**src/rtl/rcl_pkg.sv**
```systemverilog
package rcl_pkg;
  typedef enum logic [1:0] {
    SRC_ROB = 2'd0,
    SRC_IQ  = 2'd1,
    SRC_LSQ = 2'd2
  } src_e;
endpackage

```
**src/rtl/rcl_credit_store.sv**
```systemverilog
module rcl_credit_store #(
  parameter int CW       = 6,
  parameter int ROB_INIT = 32,
  parameter int IQ_INIT  = 16,
  parameter int LSQ_INIT = 8
) (
  input  logic                 clk,
  input  logic                 rst_n,
  input  logic [2:0]           upd_vld,
  input  logic [2:0][CW-1:0]   upd_free,
  input  logic                 upd_empty,
  output logic [2:0][CW-1:0]   credit_q,
  output logic                 empty_q
);
  function automatic logic [CW-1:0] init_of(input int k);
    case (k)
      0:       return CW'(ROB_INIT);
      1:       return CW'(IQ_INIT);
      default: return CW'(LSQ_INIT);
    endcase
  endfunction

  for (genvar k = 0; k < 3; k++) begin : g_cred
    logic [CW-1:0] credit_d;
    always_comb begin
      credit_d = credit_q[k];
      if (upd_vld[k]) credit_d = upd_free[k];
    end
    always_ff @(posedge clk or negedge rst_n) begin
      if (!rst_n)          credit_q[k] <= init_of(k);
      else if (upd_vld[k]) credit_q[k] <= credit_d;
    end

    p_credit_load_r2: assert property (@(posedge clk) disable iff (!rst_n)
      upd_vld[k] |=> credit_q[k] == $past(upd_free[k]));
    p_credit_hold_r2: assert property (@(posedge clk) disable iff (!rst_n)
      !upd_vld[k] |=> $stable(credit_q[k]));
  end

  logic empty_d;
  always_comb begin
    empty_d = empty_q;
    if (upd_vld[0]) empty_d = upd_empty;
  end
  always_ff @(posedge clk or negedge rst_n) begin
    if (!rst_n)          empty_q <= 1'b1;
    else if (upd_vld[0]) empty_q <= empty_d;
  end
endmodule

```
**src/rtl/rcl_inflight_track.sv**
```systemverilog
module rcl_inflight_track #(
  parameter int IW = 7,
  parameter int NW = 3
) (
  input  logic                clk,
  input  logic                rst_n,
  input  logic [1:0][NW-1:0]  add_cnt,
  input  logic [1:0][NW-1:0]  sub_cnt,
  output logic [1:0][IW-1:0]  cnt_q
);
  // index 0: all renamed instructions, index 1: memory instructions only
  for (genvar k = 0; k < 2; k++) begin : g_trk
    logic [IW-1:0] cnt_d;
    logic          cnt_en;
    always_comb begin
      int nxt;
      nxt = int'(cnt_q[k]) + int'(add_cnt[k]) - int'(sub_cnt[k]);
      if (nxt < 0) nxt = 0;
      cnt_d  = IW'(nxt);
      cnt_en = (add_cnt[k] != '0) || (sub_cnt[k] != '0);
    end
    always_ff @(posedge clk or negedge rst_n) begin
      if (!rst_n)      cnt_q[k] <= '0;
      else if (cnt_en) cnt_q[k] <= cnt_d;
    end

    p_idle_stable_r10: assert property (@(posedge clk) disable iff (!rst_n)
      (add_cnt[k] == '0 && sub_cnt[k] == '0) |=> $stable(cnt_q[k]));
    p_no_underflow_r10: assert property (@(posedge clk) disable iff (!rst_n)
      (int'(cnt_q[k]) < int'(sub_cnt[k]) && add_cnt[k] == '0) |=> cnt_q[k] == '0);
  end
endmodule

```
**src/rtl/rcl_limit_select.sv**
```systemverilog
module rcl_limit_select
  import rcl_pkg::*;
#(
  parameter int CW = 6,
  parameter int IW = 7,
  parameter int NW = 3,
  parameter int SW = 10
) (
  input  logic [2:0][CW-1:0]  credit,
  input  logic [1:0][IW-1:0]  inflight,
  input  logic [NW-1:0]       disp_all,
  input  logic [NW-1:0]       disp_mem,
  output logic signed [SW-1:0] min_free,
  output src_e                 min_src
);
  logic signed [2:0][SW-1:0] free_v;

  for (genvar k = 0; k < 3; k++) begin : g_free
    localparam int SEL = (k == 2) ? 1 : 0;
    logic [NW-1:0] back;
    assign back = (k == 2) ? disp_mem : disp_all;
    assign free_v[k] = $signed(SW'(credit[k])) - $signed(SW'(inflight[SEL]))
                     + $signed(SW'(back));
  end

  // strict compares keep the lower code on ties
  always_comb begin
    min_free = free_v[0];
    min_src  = SRC_ROB;
    if ($signed(free_v[1]) < min_free) begin
      min_free = free_v[1];
      min_src  = SRC_IQ;
    end
    if ($signed(free_v[2]) < min_free) begin
      min_free = free_v[2];
      min_src  = SRC_LSQ;
    end
  end
endmodule

```
**src/rtl/rcl_slot_walk.sv**
```systemverilog
module rcl_slot_walk #(
  parameter int SLOTS    = 4,
  parameter int NW       = 3,
  parameter int DW       = 2,
  parameter int FPW      = 7,
  parameter int RENAME_W = 4,
  parameter int WUW      = 3,
  parameter int SW       = 10
) (
  input  logic [NW-1:0]        avail,
  input  logic [SLOTS-1:0]     sq,
  input  logic [SLOTS-1:0]     mem,
  input  logic [SLOTS*DW-1:0]  dst,
  input  logic [FPW-1:0]       fpr,
  input  logic [WUW-1:0]       wused,
  input  logic signed [SW-1:0] min_free,
  output logic [NW-1:0]        grant,
  output logic [NW-1:0]        take,
  output logic [NW-1:0]        mem_grant,
  output logic                 credit_stop,
  output logic                 exhausted
);
  always_comb begin
    int cbud, wbud, ren, tk, mg, dsum;
    logic stop;
    exhausted = (avail != '0) && (min_free <= 0);
    if (min_free <= 0)                 cbud = 0;
    else if (int'(min_free) > SLOTS)   cbud = SLOTS;
    else                               cbud = int'(min_free);
    wbud = (int'(wused) >= RENAME_W) ? 0 : RENAME_W - int'(wused);
    ren = 0; tk = 0; mg = 0; dsum = 0;
    stop = 1'b0;
    credit_stop = 1'b0;
    for (int i = 0; i < SLOTS; i++) begin
      if (!exhausted && !stop && i < int'(avail)) begin
        if (sq[i]) begin
          tk = tk + 1;
        end else if (ren >= cbud) begin
          stop = 1'b1;
          credit_stop = 1'b1;
        end else if (ren >= wbud) begin
          stop = 1'b1;
        end else if (dsum + int'(dst[i*DW +: DW]) > int'(fpr)) begin
          stop = 1'b1;
        end else begin
          ren  = ren + 1;
          tk   = tk + 1;
          dsum = dsum + int'(dst[i*DW +: DW]);
          if (mem[i]) mg = mg + 1;
        end
      end
    end
    grant     = NW'(ren);
    take      = NW'(tk);
    mem_grant = NW'(mg);
  end
endmodule

```
**src/rtl/rename_credit_limiter.sv**
```systemverilog
module rename_credit_limiter
  import rcl_pkg::*;
#(
  parameter int SLOTS    = 4,
  parameter int RENAME_W = 4,
  parameter int CW       = 6,
  parameter int ROB_INIT = 32,
  parameter int IQ_INIT  = 16,
  parameter int LSQ_INIT = 8,
  parameter int FPW      = 7,
  parameter int DW       = 2,
  parameter int EVW      = 16,
  localparam int NW      = $clog2(SLOTS + 1),
  localparam int WUW     = $clog2(RENAME_W + 1),
  localparam int IW      = CW + 1
) (
  input  logic                clk,
  input  logic                rst_n,
  input  logic [NW-1:0]       avail_cnt,
  input  logic [SLOTS-1:0]    slot_squashed,
  input  logic [SLOTS-1:0]    slot_is_mem,
  input  logic [SLOTS*DW-1:0] slot_dst_cnt,
  input  logic [FPW-1:0]      free_pregs,
  input  logic [WUW-1:0]      slots_taken,
  input  logic [NW-1:0]       disp_cnt,
  input  logic [NW-1:0]       disp_mem_cnt,
  input  logic                rob_upd_vld,
  input  logic [CW-1:0]       rob_upd_free,
  input  logic                rob_upd_empty,
  input  logic                iq_upd_vld,
  input  logic [CW-1:0]       iq_upd_free,
  input  logic                lsq_upd_vld,
  input  logic [CW-1:0]       lsq_upd_free,
  output logic [NW-1:0]       grant_cnt,
  output logic [NW-1:0]       take_cnt,
  output logic                block_o,
  output logic [1:0]          lim_src,
  output logic                rob_empty,
  output logic [IW-1:0]       inflight_cnt,
  output logic [EVW-1:0]      evt_rob_cnt,
  output logic [EVW-1:0]      evt_iq_cnt,
  output logic [EVW-1:0]      evt_lsq_cnt
);
  localparam int SW = IW + 3;

  logic [2:0][CW-1:0]   credit_q;
  logic [1:0][IW-1:0]   infl_q;
  logic signed [SW-1:0] min_free;
  src_e                 min_src;
  logic [NW-1:0]        mem_grant;
  logic                 credit_stop, exhausted, full_evt;

  rcl_credit_store #(
    .CW(CW), .ROB_INIT(ROB_INIT), .IQ_INIT(IQ_INIT), .LSQ_INIT(LSQ_INIT)
  ) u_credit (
    .clk(clk), .rst_n(rst_n),
    .upd_vld({lsq_upd_vld, iq_upd_vld, rob_upd_vld}),
    .upd_free({lsq_upd_free, iq_upd_free, rob_upd_free}),
    .upd_empty(rob_upd_empty),
    .credit_q(credit_q),
    .empty_q(rob_empty)
  );

  rcl_inflight_track #(.IW(IW), .NW(NW)) u_infl (
    .clk(clk), .rst_n(rst_n),
    .add_cnt({mem_grant, grant_cnt}),
    .sub_cnt({disp_mem_cnt, disp_cnt}),
    .cnt_q(infl_q)
  );

  rcl_limit_select #(.CW(CW), .IW(IW), .NW(NW), .SW(SW)) u_sel (
    .credit(credit_q), .inflight(infl_q),
    .disp_all(disp_cnt), .disp_mem(disp_mem_cnt),
    .min_free(min_free), .min_src(min_src)
  );

  rcl_slot_walk #(
    .SLOTS(SLOTS), .NW(NW), .DW(DW), .FPW(FPW),
    .RENAME_W(RENAME_W), .WUW(WUW), .SW(SW)
  ) u_walk (
    .avail(avail_cnt), .sq(slot_squashed), .mem(slot_is_mem),
    .dst(slot_dst_cnt), .fpr(free_pregs), .wused(slots_taken),
    .min_free(min_free),
    .grant(grant_cnt), .take(take_cnt), .mem_grant(mem_grant),
    .credit_stop(credit_stop), .exhausted(exhausted)
  );

  assign block_o      = (take_cnt < avail_cnt);
  assign lim_src      = min_src;
  assign inflight_cnt = infl_q[0];
  assign full_evt     = exhausted || credit_stop;

  logic [2:0][EVW-1:0] evt_q;
  for (genvar k = 0; k < 3; k++) begin : g_evt
    logic           evt_en;
    logic [EVW-1:0] evt_d;
    assign evt_en = full_evt && (int'(min_src) == k);
    assign evt_d  = evt_q[k] + EVW'(1);
    always_ff @(posedge clk or negedge rst_n) begin
      if (!rst_n)      evt_q[k] <= '0;
      else if (evt_en) evt_q[k] <= evt_d;
    end
  end
  assign evt_rob_cnt = evt_q[0];
  assign evt_iq_cnt  = evt_q[1];
  assign evt_lsq_cnt = evt_q[2];

  p_grant_credit_r6: assert property (@(posedge clk) disable iff (!rst_n)
    (min_free > 0) |-> (int'(grant_cnt) <= int'(min_free)));
  p_exhaust_zero_r5: assert property (@(posedge clk) disable iff (!rst_n)
    (min_free <= 0) |-> (take_cnt == '0 && grant_cnt == '0));
  p_take_ge_grant_r9: assert property (@(posedge clk) disable iff (!rst_n)
    take_cnt >= grant_cnt);
  p_grant_width_r7: assert property (@(posedge clk) disable iff (!rst_n)
    (int'(slots_taken) <= RENAME_W) |-> (int'(grant_cnt) + int'(slots_taken) <= RENAME_W));
  p_one_event_r5: assert property (@(posedge clk) disable iff (!rst_n)
    (evt_q[0] != {EVW{1'b1}} && evt_q[1] != {EVW{1'b1}} && evt_q[2] != {EVW{1'b1}})
    |=> ($countones({evt_q[0] != $past(evt_q[0]), evt_q[1] != $past(evt_q[1]),
                     evt_q[2] != $past(evt_q[2])}) <= 1));
endmodule

```
**config.mk**
```make
export PLATFORM = sky130hd
export DESIGN_NAME = rename_credit_limiter
export DESIGN_NICKNAME = d
export VERILOG_FILES = /design/src/rtl/rcl_pkg.sv /design/src/rtl/rcl_credit_store.sv /design/src/rtl/rcl_inflight_track.sv /design/src/rtl/rcl_limit_select.sv /design/src/rtl/rcl_slot_walk.sv /design/src/rtl/rename_credit_limiter.sv
export SDC_FILE = /design/constraint.sdc
export NUM_CORES = 1
export LEC_CHECK = 0
export CAP_MARGIN = 15
export CELL_PAD_IN_SITES_DETAIL_PLACEMENT = 1
export CELL_PAD_IN_SITES_GLOBAL_PLACEMENT = 1
export CORE_UTILIZATION = 46
export DETAILED_ROUTE_END_ITERATION = 7
export PLACE_DENSITY = 0.83
export SETUP_SLACK_MARGIN = 0.5
export SYNTH_ARGS = -nofsm -noshare
export SYNTH_HDL_FRONTEND = slang
export SYNTH_HIERARCHICAL = 1
export SYNTH_SLANG_ARGS = --single-unit
```
**constraint.sdc**
```tcl
create_clock -name clk -period 43.5 [get_ports clk]
set_input_delay 8.7 -clock clk [delete_from_list [all_inputs] [get_ports clk]]
set_output_delay 8.7 -clock clk [all_outputs]
set_load 0.01 [all_outputs]
```
==> results.tsv <==
metric	value	unit
drc	0	
ctsHoldBuffers	0	
grt_pass1_vias	7201	
fmax	0.03007	GHz
synth_cells	871	
tns	0	ns
required	34.80	ns
synth_ff_type	dfrtp_1	
post_cts_resize_count	0	
first_pass_iters	6	
overflow	0	
synth-seq-cells	81	
die_w	135.4	um
worst_ep_arrival_time	24.56	ns
yosysSeqAreaShare	24.81	%
busiest_layer	met2	
path_clk_slew	0.07	ns
die-height	135.4	um
critPathSlowestCell	clkdlybuf4s50_1	
setup_violations	0	
synth_warnings	6	
layout.cells.non_filler	1228	
via_per_inst	5.489	
cts_setup_buffers	0	
cts_tree	yes	
max_cap_violations	0	
skew	0.01395	ns
synth_top_area_share	23.53	%
cts_buffers	9	
synth_enable_flop_cells	0	
holdPathStages	1	
htree_levels	3	
tightest_slew	0.7868	ns
rsz0062_at_grt	false	
drtAntennaViolNets	0	
grt_max_degree	63	
use_met3	3.966	%
antenna_found_initial	0	
pin_count	124	
die_area	18340	um2
globalRouteTotalUtil	24.99	%
place_hpwl	17290	um
clock_latency	0.36	ns
cpPeakStageDelay	0.61	ns
fin_crit_sh	76.46	%
syn_area_per_cell	9.402	um2
synth_nets	1051	
hold_violations	0	
num_antenna_cells	0	
fin_crit	33.26	ns
yosys-top-cells-area	dfrtp_1, ha_1, xnor2_1, inv_1, mux2_4	
crit_top_cell	ha_1	
nets	1178	
synth_cell_type_count	81	
vias	6740	
initial_core_util	47.18	%
synth_top_area_cell	dfrtp_1	
crit_fanout	19	
netlist_area	8189	um2
grt_pass1_wl	35810	um
slew_violations	0	
coreArea	17360	um2
hold_path.class	reg -> reg	
drt-wirelength-per-cell	17.53	um
rows	48	
r2r_cells	72	
status	complete, no violations	
drt_iter0_drc	187	
place_congestion	0.8602	
io_buffers	123	
async_reset_ff_share	100.0	%
fill_cells	2009	
max_slew_margin	47.55	%
syn_to_final_growth	21.67	%
dp_cells	1212	
wl	21520	um
clock_path_buffers	2	
worstSetupPathType	in -> out	
gr-usage-met2	43.56	%
root_buffer	clkbuf_16	
end_kind	output port	
worst_setup_path_start_kind	input port	
cts.sinks	81	
grt_use_met1	32.39	%
drive_above_1_share	10.17	%
## metal layers
layer	up-vias	routed length [um]
li1	3301	-
met1	3312	10240
met2	109	10380
met3	18	648
met4	0	255
met5	-	0
## worst paths after layout
path | slack [ns] | from | to
hold reg to reg | 0.47 | evt_lsq_cnt[15] | evt_lsq_cnt[15]
setup reg to reg | 25.95 | u_infl/cnt_q[0] | u_infl/cnt_q[2]
max in group asynchronous | 34.17 | rst_n | u_infl/cnt_q[4]
hold / removal | 0.47 | evt_lsq_cnt[15] | evt_lsq_cnt[15]
min in group asynchronous | 8.23 | rst_n | evt_lsq_cnt[8]
setup / recovery | 10.24 | disp_cnt[1] | block_o
## synth_stat cells (3+ instances only)
cell	count
nand2_1	52
a21oi_2	3
nand2b_1	6
o31ai_1	3
mux2_2	13
o21a_1	8
dfrtp_1	77
o21bai_1	8
inv_1	118
xnor2_1	61
nand3b_1	3
fa_1	15
a211oi_2	3
a21o_1	19
nor4_4	3
xor2_1	30
mux2i_1	11
and3_1	5
nand4_1	14
nor4_2	3
nand3_1	30
nor2b_1	14
o211ai_1	6
nor2_1	42
o21ai_0	27
nor4_1	4
buf_6	5
a31oi_1	4
nor3_1	20
dfstp_2	4
and2_1	8
a22o_1	14
nor3_4	3
ha_1	106
nor3b_1	4
mux2_4	23
or2_2	3
a21oi_1	41
a211oi_1	4
## layout by cell type, fill, tap and decap left out, types with 23 or more instances in the layout
cell and instances:
clkdlybuf4s50_1 122, inv_1 118, ha_1 106, dfrtp_1 77, xnor2_1 61, nand2_1 52, nor2_1 42, a21oi_1 41
nand3_1 30, xor2_1 30, o21ai_0 27, mux2_4 23
## flip-flops by register name, indices dropped and copies added, names as in the netlist
signal / cells
evt_lsq_cnt: 16
evt_rob_cnt: 16
u_infl/cnt_q: 14
u_credit/credit_q: 18
u_credit/empty_q: 1
evt_iq_cnt: 16
## per-stage QoR
step	utilization, %	instance area, um2	worst slack [ns]	hold slack, ns
6_report	57.40	9963	10.24	0.4732
3_3_place_gp	55.49	9630	10.79	0.4603
5_1_grt	57.40	9963	9.045	0.4958
3_5_place_dp	55.49	9630	10.38	0.4689
2_1_floorplan	-	8189	13.18	0.4819
4_1_cts	57.40	9963	10.25	0.4824
## logic make-up after synthesis
family | Yosys count | share of synthesized area [%]
flops | 81 | 24.81
compound gates | 166 | 14.33
buf+inv | 127 | 6.417
simple gates | 235 | 16.79
xor+xnor | 93 | 10.27
fa+ha+maj | 121 | 19.86
mux | 48 | 7.517
## area by class of cell
cell class	count	area, um2	area share (%)
tap	225	281.5	2.826
sequential	81	2032	20.39
multi-input combinational	663	5632	56.52
inverter	119	449.2	4.508
timing repair buffer	124	1236	12.41
clock inverter	7	107.6	1.080
clock buffer	9	225.2	2.260
## worst max-delay path, delay by kind of cell
| family | cells | cell delay (ns) |
|---|---|---|
| mux | 4 | 1.47 |
| fa+ha+maj | 13 | 3.98 |
| xor+xnor | 3 | 0.53 |
| compound gates | 21 | 4.65 |
| simple gates | 14 | 3.25 |
| buf+inv | 10 | 1.96 |
Power is not shown: default switching activity piles up to over one toggle a cycle in this logic, so the estimate is an artifact.
